File: config.mk
export PLATFORM = sky130hd
export DESIGN_NAME = blkx_seq
export DESIGN_NICKNAME = d
export VERILOG_FILES = /design/src/rtl/blkx_pkg.sv /design/src/rtl/blkx_plan.sv /design/src/rtl/blkx_pick.sv /design/src/rtl/blkx_store_src.sv /design/src/rtl/blkx_seq.sv
export SDC_FILE = /design/constraint.sdc
export NUM_CORES = 1
export LEC_CHECK = 0
export ABC_AREA = 0
export BUFFER_PORTS_ARGS = -buffer_cell sky130_fd_sc_hd__buf_2
export CORE_MARGIN = 4
export CORE_UTILIZATION = 35
export DETAILED_ROUTE_END_ITERATION = 7
export HOLD_SLACK_MARGIN = 0.12
export PLACE_DENSITY_LB_ADDON = 0.1
export SLEW_MARGIN = 40
export SYNTH_ARGS = -nofsm -noshare
export SYNTH_HDL_FRONTEND = slang
export SYNTH_HIERARCHICAL = 1
export SYNTH_SLANG_ARGS = --single-unit
File: constraint.sdc
create_clock -name clk -period 3.26 [get_ports clk]
set_input_delay 0.163 -clock clk [delete_from_list [all_inputs] [get_ports clk]]
set_output_delay 0.163 -clock clk [all_outputs]
set_load 0.05 [all_outputs]
File: src/rtl/blkx_pkg.sv
package blkx_pkg;

  // Source of the data for a store access
  typedef enum logic [1:0] {
    SRC_REGFILE    = 2'd0,
    SRC_ORIG_BASE  = 2'd1,
    SRC_FINAL_BASE = 2'd2,
    SRC_PC_AHEAD   = 2'd3
  } store_src_e;

endpackage

File: src/rtl/blkx_plan.sv
// Command decode: start address, final base and transfer attributes.
module blkx_plan #(
  parameter int AW       = 32,
  parameter int NREG     = 16,
  parameter int STEP     = 4,
  parameter int PC_AHEAD = 12,
  localparam int IW      = $clog2(NREG)
) (
  input  logic [NREG-1:0] list,
  input  logic [AW-1:0]   base,
  input  logic [IW-1:0]   base_idx,
  input  logic [AW-1:0]   insn_addr,
  input  logic            up,
  input  logic            pre,
  input  logic            wb,
  input  logic            load,
  input  logic            sbit,
  output logic [AW-1:0]   first_addr,
  output logic [AW-1:0]   final_base,
  output logic [NREG-1:0] walk_list,
  output logic            wb_en,
  output logic            user_bank,
  output logic            psr_restore,
  output logic            empty,
  output logic [AW-1:0]   pc_value
);
  localparam int CW = $clog2(NREG + 1);
  localparam int PC_IDX = NREG - 1;
  localparam logic [AW-1:0] STEP_W     = AW'(STEP);
  localparam logic [AW-1:0] EMPTY_SPAN = AW'(NREG * STEP);

  logic [CW-1:0] cnt;
  logic [AW-1:0] span, low_addr;
  logic          step_first, has_pc;

  always_comb begin
    cnt = '0;
    for (int i = 0; i < NREG; i++) cnt = cnt + CW'(list[i]);
  end

  assign span   = AW'(cnt) * STEP_W;
  assign empty  = (list == '0);
  assign has_pc = list[PC_IDX];

  // Descending: start from the bottom of the block and invert the step sense
  assign low_addr   = up ? base : (base - span);
  assign step_first = up ? pre : !pre;

  always_comb begin
    if (empty) begin
      walk_list  = NREG'(1) << PC_IDX;
      first_addr = base;
      final_base = base + EMPTY_SPAN;
    end else begin
      walk_list  = list;
      first_addr = low_addr + (step_first ? STEP_W : '0);
      final_base = up ? (base + span) : (base - span);
    end
  end

  assign wb_en       = wb && !(load && list[base_idx]);
  assign user_bank   = sbit && (!load || !has_pc);
  assign psr_restore = sbit && load && has_pc;
  assign pc_value    = insn_addr + AW'(PC_AHEAD);

endmodule

File: src/rtl/blkx_pick.sv
// Lowest set bit of the remaining mask, and whether it is the only one.
module blkx_pick #(
  parameter int NREG = 16,
  localparam int IW  = $clog2(NREG)
) (
  input  logic [NREG-1:0] list,
  output logic [IW-1:0]   idx,
  output logic            last
);
  always_comb begin
    idx = '0;
    for (int i = NREG - 1; i >= 0; i--) begin
      if (list[i]) idx = IW'(i);
    end
  end

  assign last = ((list & (list - NREG'(1))) == '0);

endmodule

File: src/rtl/blkx_store_src.sv
// Chooses replacement data for store accesses.
module blkx_store_src #(
  parameter int AW   = 32,
  parameter int NREG = 16,
  localparam int IW  = $clog2(NREG)
) (
  input  logic [IW-1:0] cur_idx,
  input  logic [IW-1:0] base_idx,
  input  logic          first,
  input  logic          is_store,
  input  logic [AW-1:0] orig_base,
  input  logic [AW-1:0] final_base,
  input  logic [AW-1:0] pc_value,
  output logic          ovr,
  output logic [AW-1:0] ovr_data
);
  import blkx_pkg::*;
  localparam logic [IW-1:0] PC_IDX = IW'(NREG - 1);

  store_src_e src;

  always_comb begin
    src = SRC_REGFILE;
    if (is_store) begin
      if (cur_idx == base_idx)    src = first ? SRC_ORIG_BASE : SRC_FINAL_BASE;
      else if (cur_idx == PC_IDX) src = SRC_PC_AHEAD;
    end
  end

  always_comb begin
    unique case (src)
      SRC_ORIG_BASE:  ovr_data = orig_base;
      SRC_FINAL_BASE: ovr_data = final_base;
      SRC_PC_AHEAD:   ovr_data = pc_value;
      default:        ovr_data = '0;
    endcase
  end

  assign ovr = (src != SRC_REGFILE);

endmodule

File: src/rtl/blkx_seq.sv
module blkx_seq #(
  parameter int AW       = 32,
  parameter int NREG     = 16,
  parameter int STEP     = 4,
  parameter int PC_AHEAD = 12,
  localparam int IW      = $clog2(NREG)
) (
  input  logic            clk,
  input  logic            rst_n,
  input  logic            cmd_valid,
  output logic            cmd_ready,
  input  logic [NREG-1:0] cmd_list,
  input  logic [AW-1:0]   cmd_base,
  input  logic [IW-1:0]   cmd_base_idx,
  input  logic [AW-1:0]   cmd_insn_addr,
  input  logic            cmd_up,
  input  logic            cmd_pre,
  input  logic            cmd_wb,
  input  logic            cmd_load,
  input  logic            cmd_sbit,
  output logic            acc_valid,
  input  logic            acc_ready,
  output logic [AW-1:0]   acc_addr,
  output logic [IW-1:0]   acc_reg,
  output logic            acc_write,
  output logic            acc_seq,
  output logic            acc_last,
  output logic            acc_ovr,
  output logic [AW-1:0]   acc_ovr_data,
  output logic            acc_clr_low2,
  output logic            user_bank,
  output logic            psr_restore,
  output logic            flush,
  output logic            done,
  output logic            wb_en,
  output logic [AW-1:0]   wb_value
);
  localparam logic [IW-1:0] PC_IDX = IW'(NREG - 1);
  localparam logic [AW-1:0] STEP_W = AW'(STEP);

  // Decoded command
  logic [AW-1:0]   p_first, p_final, p_pc;
  logic [NREG-1:0] p_walk;
  logic            p_wb_en, p_ub, p_psr, p_empty;

  blkx_plan #(.AW(AW), .NREG(NREG), .STEP(STEP), .PC_AHEAD(PC_AHEAD)) u_plan (
    .list(cmd_list), .base(cmd_base), .base_idx(cmd_base_idx),
    .insn_addr(cmd_insn_addr), .up(cmd_up), .pre(cmd_pre), .wb(cmd_wb),
    .load(cmd_load), .sbit(cmd_sbit), .first_addr(p_first),
    .final_base(p_final), .walk_list(p_walk), .wb_en(p_wb_en),
    .user_bank(p_ub), .psr_restore(p_psr), .empty(p_empty), .pc_value(p_pc)
  );

  // Walk state
  logic            busy_q, first_q;
  logic [NREG-1:0] rem_q;
  logic [AW-1:0]   addr_q, orig_q, final_q, pc_q;
  logic [IW-1:0]   bidx_q;
  logic            load_q, ub_q, psr_sel_q, empty_q, wb_sel_q;
  logic            done_q, flush_q, psr_q;

  logic [IW-1:0]   cur_idx;
  logic            cur_last;
  logic            cmd_fire, acc_fire, pc_load_fire;

  blkx_pick #(.NREG(NREG)) u_pick (
    .list(rem_q), .idx(cur_idx), .last(cur_last)
  );

  blkx_store_src #(.AW(AW), .NREG(NREG)) u_src (
    .cur_idx(cur_idx), .base_idx(bidx_q), .first(first_q),
    .is_store(busy_q && !load_q), .orig_base(orig_q), .final_base(final_q),
    .pc_value(pc_q), .ovr(acc_ovr), .ovr_data(acc_ovr_data)
  );

  assign cmd_ready    = !busy_q;
  assign cmd_fire     = cmd_valid && cmd_ready;
  assign acc_valid    = busy_q;
  assign acc_fire     = acc_valid && acc_ready;
  assign pc_load_fire = acc_fire && load_q && (cur_idx == PC_IDX);

  assign acc_addr     = addr_q;
  assign acc_reg      = cur_idx;
  assign acc_write    = busy_q && !load_q;
  assign acc_seq      = busy_q && !first_q;
  assign acc_last     = busy_q && cur_last;
  assign acc_clr_low2 = busy_q && load_q && empty_q;
  assign user_bank    = busy_q && ub_q;

  always_ff @(posedge clk or negedge rst_n) begin
    if (!rst_n) begin
      busy_q    <= 1'b0;
      first_q   <= 1'b0;
      rem_q     <= '0;
      addr_q    <= '0;
      orig_q    <= '0;
      final_q   <= '0;
      pc_q      <= '0;
      bidx_q    <= '0;
      load_q    <= 1'b0;
      ub_q      <= 1'b0;
      psr_sel_q <= 1'b0;
      empty_q   <= 1'b0;
      wb_sel_q  <= 1'b0;
    end else if (cmd_fire) begin
      busy_q    <= 1'b1;
      first_q   <= 1'b1;
      rem_q     <= p_walk;
      addr_q    <= p_first;
      orig_q    <= cmd_base;
      final_q   <= p_final;
      pc_q      <= p_pc;
      bidx_q    <= cmd_base_idx;
      load_q    <= cmd_load;
      ub_q      <= p_ub;
      psr_sel_q <= p_psr;
      empty_q   <= p_empty;
      wb_sel_q  <= p_wb_en;
    end else if (acc_fire) begin
      rem_q   <= rem_q & (rem_q - NREG'(1));
      addr_q  <= addr_q + STEP_W;
      first_q <= 1'b0;
      if (cur_last) busy_q <= 1'b0;
    end
  end

  // Completion pulses, one cycle after the accepting edge
  always_ff @(posedge clk or negedge rst_n) begin
    if (!rst_n) begin
      done_q  <= 1'b0;
      flush_q <= 1'b0;
      psr_q   <= 1'b0;
    end else begin
      done_q  <= acc_fire && cur_last;
      flush_q <= pc_load_fire;
      psr_q   <= pc_load_fire && psr_sel_q;
    end
  end

  assign done        = done_q;
  assign flush       = flush_q;
  assign psr_restore = psr_q;
  assign wb_en       = done_q && wb_sel_q;
  assign wb_value    = final_q;

  // Stepping and ordering of the access stream
  p_addr_step_r1: assert property (@(posedge clk) disable iff (!rst_n)
    acc_fire && !acc_last |=> acc_valid && (acc_addr == $past(acc_addr) + STEP_W));
  p_reg_ascend_r1: assert property (@(posedge clk) disable iff (!rst_n)
    acc_fire && !acc_last |=> acc_reg > $past(acc_reg));

  // Access type
  p_later_seq_r7: assert property (@(posedge clk) disable iff (!rst_n)
    acc_fire && !acc_last |=> acc_seq);
  p_first_nonseq_r7: assert property (@(posedge clk) disable iff (!rst_n)
    cmd_fire |=> !acc_seq);

  // Back-pressure and command acceptance
  p_hold_r11: assert property (@(posedge clk) disable iff (!rst_n)
    acc_valid && !acc_ready |=> acc_valid && $stable(acc_addr) && $stable(acc_reg));
  p_idle_only_r11: assert property (@(posedge clk) disable iff (!rst_n)
    cmd_ready |-> !acc_valid);

  // Completion
  p_done_after_last_r4: assert property (@(posedge clk) disable iff (!rst_n)
    acc_fire && acc_last |=> done);
  p_wb_in_done_r4: assert property (@(posedge clk) disable iff (!rst_n)
    wb_en |-> done);
  p_flush_is_final_r10: assert property (@(posedge clk) disable iff (!rst_n)
    flush |-> done);
  p_restore_with_flush_r9: assert property (@(posedge clk) disable iff (!rst_n)
    psr_restore |-> flush);
  p_empty_single_r8: assert property (@(posedge clk) disable iff (!rst_n)
    acc_clr_low2 |-> acc_last && (acc_reg == PC_IDX));

endmodule

Word-level counts from Yosys, hierarchy flattened
Cells that the tools add are included.
- output and inout port bits: 112
- bits in registers: 158
- bits of input ports: 93
- $add $sub $neg: 22
- reductions and logical operators: 32
- mux-type cells: 39
- bitwise logic cells: 1
- order comparisons: 1
- equal/unequal tests: 5
- operator list (cell ; count):
    $mux W32 ; 6
    $pmux W32 S3 ; 1
    $add A5 B1 Y5 ; 14
    $mux W4 ; 16
    $mux W16 ; 3
    $add A32 B3 Y32 const B ; 1
    $add A32 B32 Y32 ; 1
    $add A32 B4 Y32 const B ; 1
    $add A32 B7 Y32 ; 1
    $add A32 B7 Y32 const B ; 1
    $logic_not A16 Y1 ; 2
    $sub A32 B7 Y32 ; 1
    $logic_and A1 B1 Y1 ; 18
    $and A16 B16 Y16 ; 1
    $sub A16 B1 Y16 const B ; 1
    $mux W2 ; 4
    $logic_not A1 Y1 ; 7
    $mux W1 ; 7
    $reduce_bool A2 Y1 ; 3
    $lt A4 B5 Y1 const B ; 1
    $bmux W1 S4 ; 1
    $eq A2 B2 Y1 const B ; 2
    $eq A4 B4 Y1 ; 1
    $eq A4 B4 Y1 const B ; 1
    5 further kinds ; 5

Logic depth before layout (Yosys ltp)
- word-level depth: 22
- mapped depth: 26

Cells and area by module
Netlist, hierarchy kept.
- by module, submodules not included (module ; cells an instance ; instances ; area an instance (um2)):
    blkx_seq ; 756 ; 1 ; 6671.4
    blkx_plan ; 650 ; 1 ; 4501.8
    blkx_store_src ; 154 ; 1 ; 1157.4
    blkx_pick ; 54 ; 1 ; 325.3

Worst setup path after synthesis
No wires, ideal clock.
- kind: input port to flip-flop
- start: input port cmd_list[0]
- end: register addr_q[25] (netlist: acc_addr[25])
- buffers on the path: 1
- arrival time: 6.005 ns
- stages: 23
- required time: 3.174 ns
- path slack: -2.831 ns
- path through: inv_1 > fa_1 > fa_1 > fa_1 > fa_1 > inv_1 > ha_1 > fa_1 > a21o_1 > and2_1 > ha_1 > nor2_1 > o311a_1 > buf_2 > nor2_1 > o21a_1 > nor3_1 > nand4_4 > or3b_1 > a21oi_1 > xor2_1 > o2bb2ai_1 > nor3_1
- word-level cells in the longest chain between the ends: 20
- elaborated cells on any way between the ends: 21
- RTL lines (element ; line ; text):
    from (decl) ; blkx_seq.sv:12 ; input logic [NREG-1:0] cmd_list,
    $add A1 B1 Y2 ; blkx_plan.sv:38 ; for (int i = 0; i < NREG; i++) cnt = cnt + CW'(list[i]);
    $add A5 B1 Y5 (14 in series) ; blkx_plan.sv:38 ;
    $sub A32 B7 Y32 ; blkx_plan.sv:46 ; assign low_addr = up ? base : (base - span);
    $mux W32 ; blkx_plan.sv:46 ;
    $add A32 B32 Y32 ; blkx_plan.sv:56 ; first_addr = low_addr + (step_first ? STEP_W : '0);
    $mux W32 (*) ; blkx_plan.sv:50 ; if (empty) begin
    via p_first[25] ; blkx_seq.sv:42 ; logic [AW-1:0] p_first, p_final, p_pc;
    $mux W32 (*) ; blkx_seq.sv:105 ; end else if (cmd_fire) begin
    to (signal assigned) ; blkx_seq.sv:109 ; addr_q <= p_first;
    to (signal assigned) ; blkx_seq.sv:121 ; addr_q <= addr_q + STEP_W;
    to (decl) ; blkx_seq.sv:57 ; logic [AW-1:0] addr_q, orig_q, final_q, pc_q;
Mark *: on every way through the listed nets, which the timed path passes. The rest lies on a longest branch.
A chain may end at the register's enable or synchronous reset.

Worst setup path in the final report
- start: input port cmd_list[5]
- end: register addr_q[25] (netlist: acc_addr[25])
- word-level cells in the longest chain between the ends: 16
- elaborated cells on any way between the ends: 17
- RTL lines (element ; line):
    $add A5 B1 Y5 (11 in series) ; blkx_plan.sv:38
    $sub A32 B7 Y32 ; blkx_plan.sv:46
    $mux W32 ; blkx_plan.sv:46
    $add A32 B32 Y32 ; blkx_plan.sv:56
    $mux W32 (*) ; blkx_plan.sv:50
    via p_first[25] ; blkx_seq.sv:42
    $mux W32 (*) ; blkx_seq.sv:105
Marks and branches as above.

==> impl_results.md <==
* Outcome: complete, but fails checks
* Violated checks: negative setup slack
* CTS tree: yes
* Reg2reg end: acc_addr[22]
* Core Region at between 30000 and 40000 um2
* Post-route setup slack at -2490 ps
* Post-DP HPWL at 35200 um
* Io pins at just over 200
* # nets final at around 2200
* Placer Congestion at about 0.94
* Clock root cell: clkbuf_16
* Synth area leader: dfrtp_1
* Worst-path clk slew at around 70 ps
* Vias at 13400
* FF-to-FF Start: acc_valid
* Clock Tree Buf Depth at 2
* Layout filler cell count at ~3400
* Fin. max-slew vios at 0
* Synth Instances at ~1600
* Minimum clock period at 5750 ps
* Detailed Routing Iterations Pass 1 at 5
* Hold Crit Class: input pin to register
* Num rows at slightly below 70
* Layout area overhead at 48.4%
* Worst Path Arrival at roughly 6100 ps
* H-tree depth at 4
* Post-synth ARST share at 100%
* CP Data Required Time at about 3600 ps
* Worst Clk Skew at between 6 and 7 ps
* Yosys top cell area share at a little under a third
* Area contributors post-synth: dfrtp_1 31%, nand2_1 14%, xnor2_1 5.3%, mux2i_1 3.3%, xor2_1 2.8%
* Post-synthesis cell area at between 10000 and 15000 um2
* GRT overflow at 0
* Fmax at about 0.17 GHz
* Worst-Skew Late Latency at between 400 and 500 ps
* Global-route wire length before repair at between 70000 and 80000 um
* Critical path launch point: cmd_list[5]
* Flop-to-flop setup slack at between 800 and 900 ps
* Placed Area at around 16000 um2
* Die height at slightly below 200 um
* Max Cap Viol at 0
* Final wirelength at approximately 49000 um
* DIE AREA at between 30000 and 40000 um2
* P_leak at 8.49 nW
* CTS Sinks at roughly 160
* Crit path launch type: input pin
* Yosys reg bits at roughly 160
* Initial core utilization at around 35%
* Worst R2R Path Depth at 5
* Final hold violation count at 0
* RSZ-0062 raised after global routing: true
* Layout cells sized above 1 at between 30% and 40%
* Post-route cell area at around 19000 um2
* Top post-synthesis cells by count: 460 x nand2_1, 158 x dfrtp_1, 83 x nor2_1, 76 x xnor2_1, 71 x clkbuf_1
* Remaining routing DRC violations at 0
* Post-synthesis cell type count at 90
* Initial antenna violation count at 0
* Crit path to: acc_addr[25]
* Finish-stage setup viols at between 50 and 60
* Total track usage at approximately a quarter
* Synth Warn # at 6
* Total CTS buffers at 17
* Critical path class: input pin to register
* Post-route ant nets at 0
* Syn Area/Cell at 7.84 um2
* Power per cell area at 974 nW/um2
* Worst vdd ir at a little over 0.0007 V
* Critical Path Sink Type: register
* Most frequent cell after synthesis: nand2_1
* Slew @ Worst Pin at between 700 and 800 ps
* WL/cell at a little under 20 um
* DRT iter0 DRCs at approximately 730
* Slew headroom at 53.1%
* Worst hold margin at approximately 140 ps
* Syn Nets at about 1700
* Maximum number of pins on one net before global-route repair at around 110
* Fin crit share at 176%
* Horiz. Die Dim at roughly 200 um
* Vias in the first global route at 13400
* Critical path peak fanout at 6
* PortBufs at 204
* DR vias/cell at between 5 and 6
* Post-synth top flop: dfrtp_1
* EDFF count, synth at 0
* Sequential fraction of the synthesis area at 31.2%
==> worst max-delay path: stages <==
cell and delay (ps):
buf_8 80, inv_4 30, fa_1 520, fa_1 590, fa_2 470, fa_1 510
inv_2 50, ha_4 150, fa_2 470, buf_6 150, fa_2 350, or2_4 250
a211o_4 380, buf_6 130, and4_4 160, xnor2_4 130, nor4_4 260, buf_4 190
nand4_4 100, or3b_1 410, a21oi_2 140, xor2_1 180, o2bb2ai_1 90, nor3_1 150
==> worst min-delay path by stage <==
stage,from,endpoint,slack [ps],cells after the start
2_1_floorplan,rst_n,acc_addr[0],-130,0
3_3_place_gp,rst_n,wb_sel_q,280,1
3_5_place_dp,rst_n,done,290,1
4_1_cts,cmd_list[10],rem_q[10],120,4
5_1_grt,acc_ready,done,140,2
6_report,cmd_list[10],rem_q[10],140,4
==> timing repair <==
action                                  4_1_cts  5_1_grt
pin swaps                                   104       90
endpoints found under the hold margin       147        0
endpoints found under the setup margin       91       92
setup buffers                                45       19
gates cloned                                  1        0
gates resized for setup                     155      116
hold buffers                                 69        0
==> layout by cell type, fill, tap and decap left out, types with 11 or more instances in the layout <==
cell type / Yosys / routed
xnor2_1: 76 / 64
nor4_1: 25 / 13
dlygate4sd3_1: 0 / 69
buf_4: 13 / 191
clkbuf_4: 0 / 12
and3_1: 19 / 15
buf_12: 0 / 16
dfrtp_1: 158 / 156
mux2_2: 25 / 24
buf_2: 9 / 167
nand2_1: 460 / 451
ha_1: 22 / 11
xor2_1: 40 / 36
nor3_1: 37 / 25
o21ai_0: 44 / 29
nor2_4: 0 / 11
a21oi_1: 42 / 23
buf_6: 9 / 52
inv_1: 54 / 43
nor2_1: 83 / 67
clkbuf_16: 0 / 17
or4_1: 15 / 14
mux2i_2: 0 / 31
or3_1: 16 / 13
nand4_1: 29 / 29
a21oi_2: 0 / 15
xnor2_2: 2 / 12
a31oi_1: 22 / 16
nand3_1: 68 / 64
==> power by group <==
group | leakage, nW | switching [mW] | internal [mW] | total (mW)
Clock | 0.287 | 0.915 | 1.23 | 2.14
Sequential | 1.95 | 0.840 | 2.89 | 3.73
Combinational | 6.25 | 7.32 | 5.10 | 12.4
==> registers in the layout, summed over array words and instances (netlist names) <==
| name | count |
|---|---|
| acc_addr | 32 |
| orig_q | 32 |
| pc_q | 32 |
| wb_value | 32 |
| rem_q | 16 |
| bidx_q | 4 |
| acc_valid | 1 |
| done | 1 |
| empty_q | 1 |
| first_q | 1 |
| flush | 1 |
| load_q | 1 |
| psr_restore | 1 |
| psr_sel_q | 1 |
| ub_q | 1 |
| wb_sel_q | 1 |
==> area by class of cell <==
type	instances	area, um2	area share, %
Clock buffer	19	443	2.36
Antenna cell	1	2.50	0.0133
Tap cell	461	577	3.07
Multi-Input combinational cell	1283	9390	50.0
Timing Repair Buffer	511	4040	21.5
Inverter	56	221	1.18
Sequential cell	158	3960	21.1
Clock inverter	11	158	0.839
==> per-layer routing <==
layer	wire (um)	GRT usage (%)	vias up
met5	0	0	-
met4	1320	6.50	0
met3	1780	3.51	65
met2	24400	42.0	312
met1	21200	31.5	6583
li1	-	-	6396
==> metrics by stage <==
| stage | setup slack, ps | std cells | power [mW] | utilization (%) | setup TNS, ps |
|---|---|---|---|---|---|
| after global routing | -2630 | 2499 | 19.4 | 52.7 | -112810 |
| after detailed placement | -3030 | 2349 | 14.3 | 44.3 | -132620 |
| after global placement | -2930 | 2348 | 14.1 | 44.3 | -131930 |
| final | -2490 | 2500 | 18.3 | 52.7 | -104710 |
| after CTS | -2430 | 2488 | 17.7 | 50.8 | -100320 |
| after floorplan | -2640 | 1614 | 11.0 | - | -97610 |
==> kinds of logic after synthesis <==
group           Yosys count  synth area share [%]
flops                   158                  31.2
compound gates          225                  12.2
simple gates            826                  30.6
xor+xnor                118                  8.28
buf+inv                 173                  6.47
fa+ha+maj                34                  4.07
mux                      80                  7.15
No activity file was read; power rests on OpenSTA's default activity.
